[src/rtl/bcdPkg.sv]
package bcdPkg;
  localparam int NIB_W = 4;

  typedef struct packed {
    logic ldStage1;
    logic ldStage2;
  } ctrlStrobes_t;
endpackage

[src/rtl/bcdNibble.sv]
module bcdNibble (
  input  logic       decMode,
  input  logic       subMode,
  input  logic [3:0] a,
  input  logic [3:0] b,
  input  logic       cIn,
  output logic [3:0] sum,
  output logic       carrySel
);
  logic [4:0] full;
  logic       binCarry;
  logic       decCarry;

  always_comb begin
    full     = {1'b0, a} + {1'b0, b} + {4'b0000, cIn};
    binCarry = full[4];
    // decimal subtract of valid digits borrows exactly when binary does
    decCarry = subMode ? full[4] : (full > 5'd9);
    carrySel = decMode ? decCarry : binCarry;
    sum      = full[3:0];
  end
endmodule

[src/rtl/bcdDigitFix.sv]
module bcdDigitFix (
  input  logic       decMode,
  input  logic       subMode,
  input  logic       carryBit,
  input  logic [3:0] rawDigit,
  output logic [3:0] fixedDigit
);
  logic [3:0] offset;

  always_comb begin
    offset = 4'd0;
    if (decMode) begin
      if (subMode) offset = carryBit ? 4'd0 : 4'd10;
      else         offset = carryBit ? 4'd6 : 4'd0;
    end
    fixedDigit = rawDigit + offset;
  end
endmodule

[src/rtl/bcdControl.sv]
module bcdControl
  import bcdPkg::*;
(
  input  logic         clk,
  input  logic         rst,
  input  logic         inValid,
  output ctrlStrobes_t strobes,
  output logic         outValid
);
  logic vld1;

  always_ff @(posedge clk) begin
    if (rst) begin
      vld1     <= 1'b0;
      outValid <= 1'b0;
    end else begin
      vld1     <= inValid;
      outValid <= vld1;
    end
  end

  always_comb begin
    strobes.ldStage1 = inValid;
    strobes.ldStage2 = vld1;
  end

  // a valid operation emerges two edges later
  a_r7_latency_on: assert property (@(posedge clk) disable iff (rst)
    inValid |=> ##1 outValid);
  // no output strobe without an operation two edges earlier
  a_r7_latency_off: assert property (@(posedge clk) disable iff (rst)
    !inValid |=> ##1 !outValid);
endmodule

[src/rtl/bcdDatapath.sv]
module bcdDatapath
  import bcdPkg::*;
#(
  parameter int DIGITS = 2
) (
  input  logic                      clk,
  input  logic                      rst,
  input  ctrlStrobes_t              ctrl,
  input  logic [DIGITS*NIB_W-1:0]   opA,
  input  logic [DIGITS*NIB_W-1:0]   opB,
  input  logic                      carryIn,
  input  logic                      subtract,
  input  logic                      decimalEn,
  output logic [DIGITS*NIB_W-1:0]   result,
  output logic                      carryOut,
  output logic                      flagN,
  output logic                      flagV,
  output logic                      flagZ
);
  localparam int W   = DIGITS * NIB_W;
  localparam int MSB = W - 1;

  logic [W-1:0]      effB;
  logic [W-1:0]      rawSum;
  logic [DIGITS:0]   chain;
  logic              ovfNow;

  logic [W-1:0]      sum1;
  logic [DIGITS-1:0] carry1;
  logic              dec1;
  logic              sub1;
  logic              ovf1;

  logic [W-1:0]      fixedSum;

  always_comb begin
    effB     = subtract ? ~opB : opB;
    chain[0] = carryIn;
    ovfNow   = (opA[MSB] == effB[MSB]) && (rawSum[MSB] != opA[MSB]);
  end

  for (genvar i = 0; i < DIGITS; i++) begin : g_nib
    bcdNibble u_nib (
      .decMode (decimalEn),
      .subMode (subtract),
      .a       (opA[NIB_W*i +: NIB_W]),
      .b       (effB[NIB_W*i +: NIB_W]),
      .cIn     (chain[i]),
      .sum     (rawSum[NIB_W*i +: NIB_W]),
      .carrySel(chain[i+1])
    );
  end

  always_ff @(posedge clk) begin
    if (rst) begin
      sum1   <= '0;
      carry1 <= '0;
      dec1   <= 1'b0;
      sub1   <= 1'b0;
      ovf1   <= 1'b0;
    end else if (ctrl.ldStage1) begin
      sum1   <= rawSum;
      carry1 <= chain[DIGITS:1];
      dec1   <= decimalEn;
      sub1   <= subtract;
      ovf1   <= ovfNow;
    end
  end

  for (genvar i = 0; i < DIGITS; i++) begin : g_fix
    bcdDigitFix u_fix (
      .decMode   (dec1),
      .subMode   (sub1),
      .carryBit  (carry1[i]),
      .rawDigit  (sum1[NIB_W*i +: NIB_W]),
      .fixedDigit(fixedSum[NIB_W*i +: NIB_W])
    );
  end

  always_ff @(posedge clk) begin
    if (rst) begin
      result   <= '0;
      carryOut <= 1'b0;
      flagN    <= 1'b0;
      flagV    <= 1'b0;
      flagZ    <= 1'b0;
    end else if (ctrl.ldStage2) begin
      result   <= fixedSum;
      carryOut <= carry1[DIGITS-1];
      flagN    <= sum1[MSB];
      flagV    <= ovf1;
      flagZ    <= (sum1 == '0);
    end
  end

  // outputs hold while no result is being written
  a_r7_hold: assert property (@(posedge clk) disable iff (rst)
    !ctrl.ldStage2 |=> ($stable(result) && $stable(carryOut) && $stable(flagZ)));

  // binary mode passes the captured sum through uncorrected
  a_r1_binary_pass: assert property (@(posedge clk) disable iff (rst)
    (ctrl.ldStage2 && !dec1) |=> (result == $past(sum1)));

  for (genvar i = 0; i < DIGITS; i++) begin : g_chk
    // corrected decimal digits stay within 0..9 (operands assumed valid)
    a_r3_digit_range: assert property (@(posedge clk) disable iff (rst)
      (ctrl.ldStage2 && dec1) |=> (result[NIB_W*i +: NIB_W] <= 4'd9));
  end
endmodule

[src/rtl/bcdAluPipe.sv]
module bcdAluPipe
  import bcdPkg::*;
#(
  parameter int DIGITS = 2,
  localparam int W = DIGITS * NIB_W
) (
  input  logic         clk,
  input  logic         rst,
  input  logic         inValid,
  input  logic [W-1:0] opA,
  input  logic [W-1:0] opB,
  input  logic         carryIn,
  input  logic         subtract,
  input  logic         decimalEn,
  output logic         outValid,
  output logic [W-1:0] result,
  output logic         carryOut,
  output logic         flagN,
  output logic         flagV,
  output logic         flagZ
);
  ctrlStrobes_t strobes;

  bcdControl u_ctrl (
    .clk     (clk),
    .rst     (rst),
    .inValid (inValid),
    .strobes (strobes),
    .outValid(outValid)
  );

  bcdDatapath #(.DIGITS(DIGITS)) u_dp (
    .clk      (clk),
    .rst      (rst),
    .ctrl     (strobes),
    .opA      (opA),
    .opB      (opB),
    .carryIn  (carryIn),
    .subtract (subtract),
    .decimalEn(decimalEn),
    .result   (result),
    .carryOut (carryOut),
    .flagN    (flagN),
    .flagV    (flagV),
    .flagZ    (flagZ)
  );
endmodule

[config.mk]
export PLATFORM = sky130hd
export DESIGN_NAME = bcdAluPipe
export DESIGN_NICKNAME = d
export VERILOG_FILES = /design/src/rtl/bcdPkg.sv /design/src/rtl/bcdNibble.sv /design/src/rtl/bcdDigitFix.sv /design/src/rtl/bcdControl.sv /design/src/rtl/bcdDatapath.sv /design/src/rtl/bcdAluPipe.sv
export SDC_FILE = /design/constraint.sdc
export NUM_CORES = 1
export LEC_CHECK = 0
export BUFFER_PORTS_ARGS = -buffer_cell sky130_fd_sc_hd__buf_2
export CAP_MARGIN = 10
export CORE_ASPECT_RATIO = 1.75
export CORE_UTILIZATION = 60
export CTS_BUF_LIST = sky130_fd_sc_hd__clkbuf_4
export CTS_CLUSTER_DIAMETER = 200
export DETAILED_ROUTE_END_ITERATION = 12
export GPL_ROUTABILITY_DRIVEN = 1
export PLACE_DENSITY_LB_ADDON = 0.1
export SLEW_MARGIN = 25
export SYNTH_ARGS = -nofsm -noshare
export SYNTH_HDL_FRONTEND = slang
export SYNTH_HIERARCHICAL = 1
export SYNTH_SLANG_ARGS = --single-unit
[constraint.sdc]
create_clock -name clk -period 8.2 [get_ports clk]
set_input_delay 2.46 -clock clk [delete_from_list [all_inputs] [get_ports clk]]
set_output_delay 2.46 -clock clk [all_outputs]
set_load 0.005 [all_outputs]
==> run metrics <==
clock transition at the registers of the reported paths between 0.1 and 0.15 ns; adder-cell area share of the yosys netlist 16.3%; Final GP Congestion around 0.75; most frequent CP cell fa_1; fillers approximately 210; Num CTS Buffers 3; Slowest-stage cell, CP fa_1; CTS tree yes; Synth Register Bits 27; Setup crit end kind flop; Crit Path Max Fanout 11; Root Driver clkbuf_4; CP Buf/Inv Count 3; number of detailed-route iterations in the first pass 4; min Tclk post-route 5.63 ns; final instance area 1810 um2; crit-path cells buf_2 > xor2_1 > fa_1 > inv_1 > fa_1 > xnor2_1 > o21ai_0 > o311ai_1 > fa_1 > inv_1 > fa_1 > xnor2_1 > o21ai_0 > o311ai_1 > mux2i_1 > nor2_1; initial detailed-routing violation count 25; final WL approximately 2700 um; Hold Fails Final Rpt 0; Vias/cell between 5 and 6; Final setup viols 0; Pins Over Slew Limit 0; Avg Cell Area, Syn just over 9 um2; syn nets ~220; wire length per cell between 10 and 15 um; Routed Antenna Nets 0; largest net degree at the start of global routing 30; most frequent cells in the layout buf_2 (34), dfxtp_1 (27), nor2_1 (24); starting density of the core 64.9%; CP required roughly 8.5 ns; worst relative slew slack ~55%; Die Wd about 42 um; CP startpoint kind input pin; Max-cap violations 0; clk_lat worst skew between 0.3 and 0.4 ns; power per cell area roughly 160 nW/um2; Non-Filler Instances between 200 and 250; cts hold-fix bufs 0; clock skew roughly 0.0033 ns; mux contribution to synthesized area between 10% and 20%; layout cells sized above 1 20.2%; YS warnings 6; Std-Cell Core Area 2550 um2; area delta synth->final 9.30%; worst setup path category input pin to flop; hold slack slightly below 0.5 ns; post-CTS sizing 0; global-route wire length before repair between 4000 and 5000 um; all-layer global routing usage 19.9%; Min-Delay Path Class flop to flop; Final Total Pwr between 200 and 300 uW; Worst EP arrival slightly below 6 ns; residual DRC count 0; CTS Buffer Depth 2; # diodes 0; Seq/Total Area, Yosys roughly 33%; fin crit share roughly 69%; final setup TNS 0 ns; Cells after Synth ~180; total I/O pin count 35; Synth area leader dfxtp_1; LEAKAGE between 0.8 and 0.9 nW; vias 1,214; outcome completed; grt ovf 0; Compound-Gate Fraction of Synth Area under 10%; Die H roughly 70 um; Detail Placement HPWL 2250 um; slowest stage delay, CP 0.41 ns; FMAX between 0.15 and 0.2 GHz; Nets 244; peak supply drop roughly 0.10 mV; vias in the first global route ~1,200; most common cell after layout, fill and taps aside buf_2; initial antenna violation count 0; top post-synthesis cells by area dfxtp_1 (33%), mux2i_1 (13%), ha_1 (9.1%), fa_1 (7.3%), nor2_1 (5.4%); largest family of logic cells by synthesized area adder cells; Synth Area in Simple Gates 14.8%; H-tree depth 1; Worst Tran Pin Value 0.678 ns; Placed Cells 225; share of the synthesized area in the top cell type around 33%; CTS sink cnt 27; RSZ-0062 raised after global routing no; post-synth cell types 26; Cell Area, Synth approximately 1700 um2; site row count 24; post-CTS setup buffers 0; IO Port Bufs 34; die area 2980 um2; post-synthesis xor/xnor area fraction 8.54%; dpl cell area between 1500 and 2000 um2; Top delay family on crit path adder cells
-- sequential cells by signal, indices dropped and copies added, names as in the netlist --
| signal | flops |
|---|---|
| u_dp/sum1 | 8 |
| u_dp/result | 8 |
| u_dp/carry1 | 2 |
| u_dp/ovf1 | 1 |
| u_dp/sub1 | 1 |
| u_ctrl/vld1 | 1 |
| u_dp/flagZ | 1 |
| u_ctrl/outValid | 1 |
| u_dp/flagV | 1 |
| u_dp/carryOut | 1 |
| u_dp/flagN | 1 |
| u_dp/dec1 | 1 |
-- synthesized netlist by cell type --
master and instances:
nand2b_1 2, buf_1 1, o311ai_1 2, buf_6 1
nor3b_1 1, buf_2 3, xnor2_1 6, inv_1 22
dfxtp_1 27, buf_4 6, nor2_1 24, nand2_1 5
nor4bb_1 1, o21ai_0 4, xor2_1 7, mux2i_1 22
fa_1 6, xor2_4 1, a211o_1 1, nor2b_1 8
nor4_1 3, nand3_1 3, and3_4 2, a21oi_1 6
clkbuf_1 1, ha_1 12
-- tightest hold or removal path, stage by stage (launching register included) --
cell	delay (ns)
dfxtp_1	0.33
nand2b_1	0.06
a21oi_1	0.06
-- worst paths after layout --
check | start | to | slack (ns) | cells after the start
max | subtract | u_dp/carry1[1] | 2.57 | 16
min | u_dp/flagZ | u_dp/flagZ | 0.49 | 2
max reg2reg | u_dp/sub1 | u_dp/result[7] | 6.11 | 10
min reg2reg | u_dp/flagZ | u_dp/flagZ | 0.49 | 2
-- kinds of logic after synthesis --
group,after synthesis
and+or+nand+nor,49
buffers and inverters,34
DFF,27
muxes,22
adders and majority gates,18
xor gates and xnor gates,14
AOI/OAI and AO/OA,13
-- per-layer routing --
metal / global-route usage [%] / wire, um / part of all wire, %
met4: 7.53 / 22 / 0.81
met2: 40.1 / 1510 / 56
met5: 0 / 0 / 0
met3: 1.76 / 72 / 2.6
met1: 20.2 / 1120 / 41
-- power breakdown --
group	switching, mW	internal [mW]	total, mW
clock	0.0348	0.0223	0.0571
combinational	0.0416	0.0399	0.0815
sequential	0.0107	0.142	0.153
-- through the flow --
stage                     setup slack (ns)  util, %
after floorplan                       2.72        -
after global placement                2.43     69.7
after detailed placement              2.21     69.7
after CTS                             2.55     70.9
after global routing                  2.28     70.9
final                                 2.57     70.9
-- final cells by class --
class                   instances  area, um2  share of cell area [%]
flip-flops and latches         27        541                    29.9
clock buffers                   4       30.0                    1.66
well taps                      26       32.5                    1.80
inverters                      22       82.6                    4.56
multi-input cells             116        953                    52.7
repair buffers                 34        170                    9.41
Note: power is estimated with default switching activity, not from simulation.
